File: src/rtl/spi_rd_pkg.sv
package spi_rd_pkg;
  typedef enum logic [2:0] {
    ST_IDLE,
    ST_SEL,
    ST_HDR,
    ST_DATA,
    ST_HOLD,
    ST_GAP
  } rd_state_t;

  localparam logic [7:0] OPC_READ  = 8'h03;
  localparam logic [7:0] OPC_A8BIT = 8'h08;
  localparam int unsigned GAP_TICKS = 4;
endpackage

File: src/rtl/spi_rd_tick.sv
module spi_rd_tick #(
  parameter int unsigned DIV_W = 8
) (
  input  logic             clk,
  input  logic             rst,
  input  logic             en,
  input  logic [DIV_W-1:0] div,
  output logic             tick
);
  logic [DIV_W-1:0] cnt;

  always_ff @(posedge clk) begin
    if (rst || !en) begin
      cnt  <= '0;
      tick <= 1'b0;
    end else if (cnt == div) begin
      cnt  <= '0;
      tick <= 1'b1;
    end else begin
      cnt  <= cnt + DIV_W'(1);
      tick <= 1'b0;
    end
  end

  a_r8_count_bound: assert property (@(posedge clk) disable iff (rst)
    en |=> (cnt <= div));
endmodule

File: src/rtl/spi_rd_shift.sv
module spi_rd_shift (
  input  logic       clk,
  input  logic       rst,
  input  logic       tick,
  input  logic       start,
  input  logic [7:0] tx_byte,
  input  logic       miso,
  output logic       sck,
  output logic       mosi,
  output logic       active,
  output logic       fin,
  output logic [7:0] rx_byte
);
  logic [7:0] sh;
  logic [2:0] nbit;

  always_ff @(posedge clk) begin
    if (rst) begin
      sh      <= '0;
      nbit    <= '0;
      sck     <= 1'b0;
      mosi    <= 1'b0;
      active  <= 1'b0;
      fin     <= 1'b0;
      rx_byte <= '0;
    end else begin
      fin <= 1'b0;
      if (!active) begin
        if (start) begin
          active <= 1'b1;
          sck    <= 1'b0;
          sh     <= tx_byte;
          mosi   <= tx_byte[7];
          nbit   <= '0;
        end
      end else if (tick) begin
        if (!sck) begin
          sck <= 1'b1;
          sh  <= {sh[6:0], miso};
        end else begin
          sck <= 1'b0;
          if (nbit == 3'd7) begin
            active  <= 1'b0;
            fin     <= 1'b1;
            rx_byte <= sh;
          end else begin
            nbit <= nbit + 3'd1;
            mosi <= sh[7];
          end
        end
      end
    end
  end

  a_r7_mosi_steady_high: assert property (@(posedge clk) disable iff (rst)
    (sck && $past(sck)) |-> $stable(mosi));
  a_r7_sck_low_when_idle: assert property (@(posedge clk) disable iff (rst)
    !active |-> !sck);
endmodule

File: src/rtl/spi_rd_frame.sv
module spi_rd_frame #(
  parameter int unsigned OFS_W = 24
) (
  input  logic [OFS_W-1:0] ofs,
  input  logic [1:0]       ab,
  input  logic             nine,
  input  logic [2:0]       idx,
  output logic [7:0]       byte_o
);
  import spi_rd_pkg::*;

  logic [31:0] ofs32;
  logic [7:0]  lane [4];
  logic        above;
  logic [1:0]  sel;

  assign ofs32 = 32'(ofs);

  for (genvar g = 0; g < 4; g++) begin : g_lane
    assign lane[g] = ofs32[8*g +: 8];
  end

  assign above = |(ofs32 >> {ab, 3'b000});
  assign sel   = ab - idx[1:0];

  always_comb begin
    if (idx == 3'd0)
      byte_o = OPC_READ | ((nine && above) ? OPC_A8BIT : 8'h00);
    else
      byte_o = lane[sel];
  end
endmodule

File: src/rtl/spi_mem_reader.sv
module spi_mem_reader #(
  parameter int unsigned OFS_W = 24,
  parameter int unsigned CNT_W = 16,
  parameter int unsigned DIV_W = 8
) (
  input  logic             clk,
  input  logic             rst,
  input  logic [1:0]       cfg_addr_bytes,
  input  logic             cfg_nine_bit,
  input  logic [OFS_W:0]   cfg_dev_size,
  input  logic [CNT_W-1:0] cfg_max_chunk,
  input  logic [DIV_W-1:0] cfg_clk_div,
  input  logic             req_valid,
  input  logic [OFS_W-1:0] req_offset,
  input  logic [CNT_W-1:0] req_count,
  output logic             busy,
  output logic             done,
  output logic             err,
  output logic [7:0]       rd_data,
  output logic             rd_valid,
  input  logic             rd_ready,
  output logic             spi_sck,
  output logic             spi_cs_n,
  output logic             spi_mosi,
  input  logic             spi_miso
);
  import spi_rd_pkg::*;

  localparam int unsigned SZ_W = OFS_W + 1;
  localparam int unsigned GC_W = DIV_W + 4;

  rd_state_t        state;
  logic [OFS_W-1:0] cur_ofs;
  logic [CNT_W-1:0] remain;
  logic [CNT_W-1:0] burst_left;
  logic [2:0]       hdr_idx;
  logic [1:0]       ab_q;
  logic             nine_q;
  logic [CNT_W-1:0] chunk_q;
  logic [DIV_W-1:0] div_q;
  logic [1:0]       gap_cnt;
  logic             sh_go;
  logic [7:0]       sh_tx;
  logic             sh_active;
  logic             sh_fin;
  logic [7:0]       sh_rx;
  logic             tick;
  logic [7:0]       frame_byte;

  // request screening
  logic [SZ_W-1:0]  room;
  logic [SZ_W-1:0]  cnt_ext;
  logic [CNT_W-1:0] clamped;
  logic             refuse;
  logic [CNT_W-1:0] burst_len;

  assign room    = cfg_dev_size - {1'b0, req_offset};
  assign cnt_ext = {{(SZ_W-CNT_W){1'b0}}, req_count};
  assign clamped = (cnt_ext > room) ? room[CNT_W-1:0] : req_count;
  assign refuse  = (cfg_addr_bytes == 2'd0) || (cfg_max_chunk == '0) ||
                   ({1'b0, req_offset} >= cfg_dev_size) || (req_count == '0);
  assign burst_len = (remain > chunk_q) ? chunk_q : remain;

  assign busy = (state != ST_IDLE);

  spi_rd_tick #(.DIV_W(DIV_W)) u_tick (
    .clk  (clk),
    .rst  (rst),
    .en   (sh_active || (state == ST_GAP)),
    .div  (div_q),
    .tick (tick)
  );

  spi_rd_frame #(.OFS_W(OFS_W)) u_frame (
    .ofs    (cur_ofs),
    .ab     (ab_q),
    .nine   (nine_q),
    .idx    (hdr_idx),
    .byte_o (frame_byte)
  );

  spi_rd_shift u_shift (
    .clk     (clk),
    .rst     (rst),
    .tick    (tick),
    .start   (sh_go),
    .tx_byte (sh_tx),
    .miso    (spi_miso),
    .sck     (spi_sck),
    .mosi    (spi_mosi),
    .active  (sh_active),
    .fin     (sh_fin),
    .rx_byte (sh_rx)
  );

  always_ff @(posedge clk) begin
    if (rst) begin
      state      <= ST_IDLE;
      cur_ofs    <= '0;
      remain     <= '0;
      burst_left <= '0;
      hdr_idx    <= '0;
      ab_q       <= '0;
      nine_q     <= 1'b0;
      chunk_q    <= '0;
      div_q      <= '0;
      gap_cnt    <= '0;
      sh_go      <= 1'b0;
      sh_tx      <= '0;
      spi_cs_n   <= 1'b1;
      rd_data    <= '0;
      rd_valid   <= 1'b0;
      done       <= 1'b0;
      err        <= 1'b0;
    end else begin
      done  <= 1'b0;
      err   <= 1'b0;
      sh_go <= 1'b0;
      unique case (state)
        ST_IDLE: begin
          if (req_valid) begin
            if (refuse) begin
              err <= 1'b1;
            end else begin
              cur_ofs <= req_offset;
              remain  <= clamped;
              ab_q    <= cfg_addr_bytes;
              nine_q  <= cfg_nine_bit;
              chunk_q <= cfg_max_chunk;
              div_q   <= cfg_clk_div;
              hdr_idx <= '0;
              state   <= ST_SEL;
            end
          end
        end
        ST_SEL: begin
          spi_cs_n   <= 1'b0;
          burst_left <= burst_len;
          sh_tx      <= frame_byte;
          sh_go      <= 1'b1;
          hdr_idx    <= 3'd1;
          state      <= ST_HDR;
        end
        ST_HDR: begin
          if (sh_fin) begin
            sh_go <= 1'b1;
            if (hdr_idx <= {1'b0, ab_q}) begin
              sh_tx   <= frame_byte;
              hdr_idx <= hdr_idx + 3'd1;
            end else begin
              sh_tx <= 8'h00;
              state <= ST_DATA;
            end
          end
        end
        ST_DATA: begin
          if (sh_fin) begin
            rd_data    <= sh_rx;
            rd_valid   <= 1'b1;
            burst_left <= burst_left - CNT_W'(1);
            remain     <= remain - CNT_W'(1);
            cur_ofs    <= cur_ofs + OFS_W'(1);
            state      <= ST_HOLD;
          end
        end
        ST_HOLD: begin
          if (rd_ready) begin
            rd_valid <= 1'b0;
            if (remain == '0) begin
              spi_cs_n <= 1'b1;
              done     <= 1'b1;
              state    <= ST_IDLE;
            end else if (burst_left == '0) begin
              spi_cs_n <= 1'b1;
              gap_cnt  <= '0;
              state    <= ST_GAP;
            end else begin
              sh_tx <= 8'h00;
              sh_go <= 1'b1;
              state <= ST_DATA;
            end
          end
        end
        ST_GAP: begin
          if (tick) begin
            gap_cnt <= gap_cnt + 2'd1;
            if (gap_cnt == 2'(GAP_TICKS - 1)) begin
              hdr_idx <= '0;
              state   <= ST_SEL;
            end
          end
        end
        default: state <= ST_IDLE;
      endcase
    end
  end

  // checker counter: cycles spent with chip-select released between bursts
  logic [GC_W-1:0] gap_cyc;
  always_ff @(posedge clk) begin
    if (rst)                  gap_cyc <= '0;
    else if (state == ST_GAP) gap_cyc <= gap_cyc + GC_W'(1);
    else                      gap_cyc <= '0;
  end

  a_r7_sck_idle_deselected: assert property (@(posedge clk) disable iff (rst)
    spi_cs_n |-> !spi_sck);
  a_r2_valid_addr_len: assert property (@(posedge clk) disable iff (rst)
    !spi_cs_n |-> (ab_q != 2'd0));
  a_r6_burst_bound: assert property (@(posedge clk) disable iff (rst)
    !spi_cs_n |-> (burst_left <= chunk_q));
  a_r9_gap_length: assert property (@(posedge clk) disable iff (rst)
    (state == ST_SEL && $past(state) == ST_GAP) |->
      (gap_cyc >= ((GC_W'(div_q) + GC_W'(1)) << 2)));
  a_r10_hold_byte: assert property (@(posedge clk) disable iff (rst)
    (rd_valid && !rd_ready) |=> (rd_valid && $stable(rd_data)));
  a_r11_done_single: assert property (@(posedge clk) disable iff (rst)
    done |=> !done);
  a_r11_done_idle: assert property (@(posedge clk) disable iff (rst)
    done |-> (!busy && spi_cs_n));
  a_r12_err_single: assert property (@(posedge clk) disable iff (rst)
    err |=> !err);
  a_r4_err_no_select: assert property (@(posedge clk) disable iff (rst)
    err |-> (spi_cs_n && !busy));
endmodule

File: config.mk
export PLATFORM = sky130hd
export DESIGN_NAME = spi_mem_reader
export DESIGN_NICKNAME = d
export VERILOG_FILES = /design/src/rtl/spi_rd_pkg.sv /design/src/rtl/spi_rd_tick.sv /design/src/rtl/spi_rd_shift.sv /design/src/rtl/spi_rd_frame.sv /design/src/rtl/spi_mem_reader.sv
export SDC_FILE = /design/constraint.sdc
export NUM_CORES = 1
export LEC_CHECK = 0
export ABC_AREA = 1
export BUFFER_PORTS_ARGS = -buffer_cell sky130_fd_sc_hd__buf_4
export CORE_ASPECT_RATIO = 0.7
export CORE_MARGIN = 3
export CORE_UTILIZATION = 30
export CTS_CLUSTER_SIZE = 16
export DETAILED_ROUTE_END_ITERATION = 16
export MAX_ROUTING_LAYER = met4
export PLACE_DENSITY_LB_ADDON = 0.1
export SLEW_MARGIN = 0
export SYNTH_ARGS = -nofsm -noshare
export SYNTH_HDL_FRONTEND = slang
export SYNTH_SLANG_ARGS = --single-unit
File: constraint.sdc
create_clock -name clk -period 3.03 [get_ports clk]
set_input_delay 0.303 -clock clk [delete_from_list [all_inputs] [get_ports clk]]
set_output_delay 0.303 -clock clk [all_outputs]
set_load 0.005 [all_outputs]
---- Yosys cells after proc, flatten, opt, wreduce, memory -nomap -nowiden ----
Index checks and enable logic that the tools add are counted.
word-level totals
  register bits after elaboration ......... 144
  logic and storage cells ................. 202
  bits of input ports ..................... 97
cells by class
  equal/unequal tests ..................... 25
  reduce and logical (&&, ||, !) cells .... 42
  $add $sub $neg .......................... 9
  bitwise operators ....................... 9
  shift operators ......................... 1
  magnitude comparators ................... 5
  mux-type cells .......................... 85
operators by type and width
  operator                 number
  $mux W16                 6
  $mux W8                  12
  $mux W24                 3
  $logic_not A16 Y1        4
  $pmux W16 S2             2
  $mux W3                  21
  $pmux W24 S2             1
  $reduce_or A32 Y1        1
  $shr A24 B5 Y32          1
  $sub A16 B1 Y16 const B  2
  $mux W1                  27
  $ge A24 B25 Y1           1
  $gt A16 B25 Y1           1
  $sub A25 B24 Y25         1
  $add A24 B1 Y24 const B  1
  $ne A2 B2 Y1 const B     12
  $pmux W8 S3              1
  $pmux W3 S6              1
  $bmux W8 S2              1
  $gt A16 B16 Y1           1
  $pmux W3 S4              1
  $reduce_and A3 Y1        4
  $reduce_and A4 Y1        3
  $reduce_bool A2 Y1       6
  other kinds (34)         62

---- Logic depth before layout (Yosys ltp) ----
  depth in word-level cells ............... 9
  depth in mapped cells ................... 25
  gate-level depth less buffers ........... 24

---- Modules after synthesis ----
From an unflattened synthesis, not the netlist that was laid out.
second synthesis, totals
  cell total of the unflattened synthesis .. 1754
  area, all modules ....................... 11038.1 µm²
by module, submodules not included
  module          times used  sequential area each (µm²)  area an instance (µm²)  cells each
  spi_mem_reader  1           2242.2                      8953.6                  1416
  spi_rd_shift    1           460.4                       1088.5                  158
  spi_rd_tick     1           180.2                       528.0                   76
  spi_rd_frame    1           0.0                         467.9                   104

---- Worst setup path before layout ----
Ideal clock, no wire load.
  path kind ............................... input to register
  start ................................... input port cfg_dev_size[0]
  end ..................................... register remain[12]
  slack ................................... -0.071 ns
  data arrival time ....................... 2.992 ns
  buffers on the path ..................... 1
  data required time ...................... 2.921 ns
  cell stages on the path ................. 24
  path through ............................ inv_1 -> ha_1 -> inv_1 -> fa_1 -> nand3_2 -> nand3_2 -> nand2_1 -> nand2_2 -> xnor2_1 -> ha_1 -> nand2_1 -> nor2_1 -> nand3b_1 -> nand3_1 -> nand2_1 -> inv_1 -> o211ai_1 -> nand2_2 -> clkbuf_1 -> nand4_1 -> nand3_1 -> nand3_1 -> nand2_1 -> inv_1
on the way
  cells in the longest elaborated chain, start to end .. 6
  elaborated cells on any way between the ends .. 11
  classes of those cells .................. 1 x add/sub; 2 x order compare; 1 x eq/ne; 4 x mux; 3 x reduce/logical
ends and longest elaborated chain
  element               RTL line               text
  from (decl)           spi_mem_reader.sv:10   input logic [OFS_W:0] cfg_dev_size,
  $sub A25 B24 Y25      spi_mem_reader.sv:57   assign room = cfg_dev_size - {1'b0, req_offset};
  $gt A16 B25 Y1        spi_mem_reader.sv:59   assign clamped = (cnt_ext > room) ? room[CNT_W-1:0] : req_count;
  $mux W16              spi_mem_reader.sv:59
  $mux W16              spi_mem_reader.sv:122  if (refuse) begin
  $mux W16              spi_mem_reader.sv:121  if (req_valid) begin
  $pmux W16 S2          spi_mem_reader.sv:119  unique case (state)
  to (signal assigned)  spi_mem_reader.sv:126  remain <= clamped;
  to (signal assigned)  spi_mem_reader.sv:161  remain <= remain - CNT_W'(1);
  to (decl)             spi_mem_reader.sv:34   logic [CNT_W-1:0] remain;
Several ways; a longest one is shown, not always the timed one. The select of a mux whose other input is x is not followed.
A chain may end at the register's enable or synchronous reset.

---- Worst setup path after layout ----
  start ................................... input port cfg_dev_size[0]
  end ..................................... register remain[7]
The elaborated chain is that of the path after synthesis.

==> flow_summary.json <==
{
  "status": "finished, final reports clean",
  "finalCriticalPeriod_ps": 3010,
  "drc": 0,
  "leakage_uw": 0.00676,
  "die-width_um": 232,
  "nFillCells": 3726,
  "path_buf_inv": 6,
  "finalSetupViolations": 0,
  "die_h_um": 164,
  "worstPathRequired_ps": 3370,
  "hold_violations": 0,
  "netlist_top_cells_count": "385 x nand2_1, 261 x inv_1, 163 x o21ai_0",
  "path_class": "in2reg",
  "clock_skew_ps": 12.4,
  "gp_congestion": 0.876,
  "grt_use_total_pct": 19.6,
  "vias": 11400,
  "grt_pass1_vias": 10600,
  "yosysUniqueCellTypes": 53,
  "path_clk_slew_ps": 60,
  "r2r_start": "remain[0]",
  "yosysTopAreaCell": "dfxtp_1",
  "whs_ps": 144,
  "syn-num-nets": 1857,
  "finalCritPeriodShare_pct": 99.5,
  "synth_flop_cell": "dfxtp_1",
  "io_pins": 112,
  "r2r_cells": 13,
  "worst_hold_path.endpoint": "div_q[2]",
  "cts.sinks": 144,
  "antenna_found_initial": 0,
  "syn_area_sq_um": 10700,
  "htree_levels": 4,
  "cts_root_buf": "clkbuf_16",
  "cts_max_path_buffers": 2,
  "cp_slowest_cell": "fa_2",
  "placed_cells": 2363,
  "dr.pass1.iters": 7,
  "fin_setup_tns_ps": 0,
  "hp-class": "in2reg",
  "diodes": 0,
  "r2r-end": "sh_tx[2]",
  "first_iter_violations": 775,
  "ys_warn_count": 0,
  "power_density_nw_per_um2": 817,
  "tightest_slew_ps": 853,
  "crit_fanout": 8,
  "area_delta_synth_final_pct": 32.1,
  "syn_inst": 1691,
  "arrival_ps": 3350,
  "drt-vias-per-instance": 4.74,
  "core_area_sq_um": 34900,
  "num_rows": 57,
  "critPathMaxStageDelay_ps": 410,
  "layout-drive-gt1-share_pct": 20.7,
  "fp.dieArea_sq_um": 38000,
  "grt_overflow_total": 0,
  "path_cells": "buf_6, inv_4, ha_4, inv_4, fa_2, nand3_4, o211ai_4, xnor2_2, buf_4, ha_1, a21o_1, a21oi_2, nand3_1, nand2_1, inv_1, o211ai_1, nand2_2, nand3_4, nand2_2, nand3_2, nand3_2, nand2_2, inv_2",
  "final_cells": 2399,
  "rsz0062_at_grt": "true",
  "ant_nets": 0,
  "synth.most_common_cell": "nand2_1",
  "drv_slew": 0,
  "synth_edf_count": 0,
  "synth_async_sr_flop_share_pct": 0,
  "tritoncts": "done",
  "fmax_mhz": 332,
  "cp_top_family": "simple AND/OR/NAND/NOR gates",
  "grt_pass1_wl_um": 56900,
  "dpl.hpwl_um": 28600,
  "start_util_pct": 30.6,
  "cp_common_cell": "nand2_2",
  "hold_depth": 3,
  "wl_per_cell_um": 15.1,
  "cap_violations": 0,
  "ir_worst_vdd_v": 0.000445,
  "insertion_delay_ps": 440,
  "cts_buffers": 17,
  "numPortBuffers": 111,
  "syn_area_per_cell_sq_um": 6.32,
  "ys_seq_area_share_pct": 27.0,
  "grt_max_degree": 72,
  "slew_headroom_pct": 42.4,
  "min_from": "cfg_clk_div[2]",
  "start_kind": "primary input",
  "yosysTopAreaCellShare_pct": 27.0,
  "synth.area.top_cells": "dfxtp_1 27%, nand2_1 14%, inv_1 9.2%",
  "hold_buffers": 0,
  "fin_nets": 2082,
  "ys_ff_latch": 144,
  "wl_um": 36200,
  "r2r_setup_slack_ps": 380,
  "setup.worst_path.end_class": "flip-flop"
}
[placed cells by master, fill, tap and decap left out, types with 8 or more instances in the layout]
cell       Yosys  routed
clkbuf_16      0      18
ha_1          68      57
nor4_1        15      15
a21oi_2        0       8
a31oi_1       10       8
ha_4           0       9
o21ai_0      163     163
nand2_1      385     370
xor2_1        31      29
nor2_1       142     136
xnor2_1       19      16
nand4_1       44      44
dfxtp_1      144     144
buf_4          2     248
buf_12         0       8
nand3_2        8      13
nor2_4         5       9
inv_1        261     255
nand2_2        9      23
nand3_1       95      88
nor3_1        22      22
nor2_2        10      12
a21oi_1      147     139
[layer usage]
metal / GRT usage, % / routed length [um] / up-vias
li1: - / - / 5963
met1: 28.8 / 19300 / 5198
met2: 28.4 / 15300 / 189
met3: 3.42 / 1540 / 10
met4: 2.73 / 141 / 0
met5: - / 0 / -
[worst max-delay path by stage]
stage,from,to,slack (ps),cells past startpoint
finish,cfg_dev_size[0],remain[7],20,23
global route,req_offset[2],remain[3],-120,24
detailed placement,req_offset[3],remain[10],-530,22
global placement,req_offset[3],remain[2],-580,22
floorplan,cfg_dev_size[0],remain[12],50,24
CTS,cfg_dev_size[0],remain[8],30,21
[flip-flops by register name, summed over array words and instances, names as in the netlist, 3 cells and up]
| name | flops |
|---|---|
| sh_tx | 8 |
| chunk_q | 16 |
| u_shift.rx_byte | 8 |
| remain | 16 |
| rd_data | 8 |
| u_shift.sh | 8 |
| burst_left | 16 |
| state | 3 |
| hdr_idx | 3 |
| u_shift.nbit | 3 |
| div_q | 8 |
| cur_ofs | 24 |
| u_tick.cnt | 8 |
[what timing repair did]
item                       in CTS  in global routing
setup endpoints to repair      16                 17
cloned                          0                  2
gates resized for setup         2                 76
pin swaps                       0                 57
buffers inserted                0                  4
[power by group]
| part | total, uW | internal, uW | switching (uW) | leakage, uW |
|---|---|---|---|---|
| combinational | 6250 | 2400 | 3860 | 0.00527 |
| sequential | 2950 | 2400 | 543 | 0.00118 |
| clock | 2340 | 1490 | 849 | 0.000312 |
[kinds of logic (layout without fill, tap and decap cells)]
group | count (synthesis) | in the layout | share of synthesized area, %
and+or+nand+nor | 752 | 753 | 31.3
DFF | 144 | 144 | 27.0
buffers and inverters | 322 | 557 | 11.8
adders and majority gates | 69 | 69 | 8.15
xor gates and xnor gates | 50 | 50 | 4.10
AOI/OAI and AO/OA | 354 | 354 | 17.7
[metrics by stage]
stage          worst slack [ps]  area, sq um  util, %  total power, uW
2_1_floorplan              48.2        10700        -             6990
3_3_place_gp               -576        13000     37.4             9010
3_5_place_dp               -532        13000     37.4             9030
4_1_cts                    29.6        13700     39.3            11400
5_1_grt                    -115        14100     40.5            12600
6_report                   15.6        14100     40.5            11500
[layout make-up]
type	instances	area [sq um]	share of cell area (%)
tap	472	591	4.18
clock buffer	20	457	3.23
inverter	267	1010	7.15
multi-input combinational	1226	6910	48.9
clock inverter	10	185	1.31
timing repair buffer	260	2080	14.8
sequential	144	2880	20.4
[worst register-to-register path, delay by kind of cell (launching register included)]
family	cells	cell delay (ps)
AO/OA/AOI/OAI	4	970
flip-flops	1	330
buffers and inverters	4	450
adder cells (fa/ha/maj)	1	230
AND/OR/NAND/NOR	4	580
No activity file was read; power rests on OpenSTA's default activity.
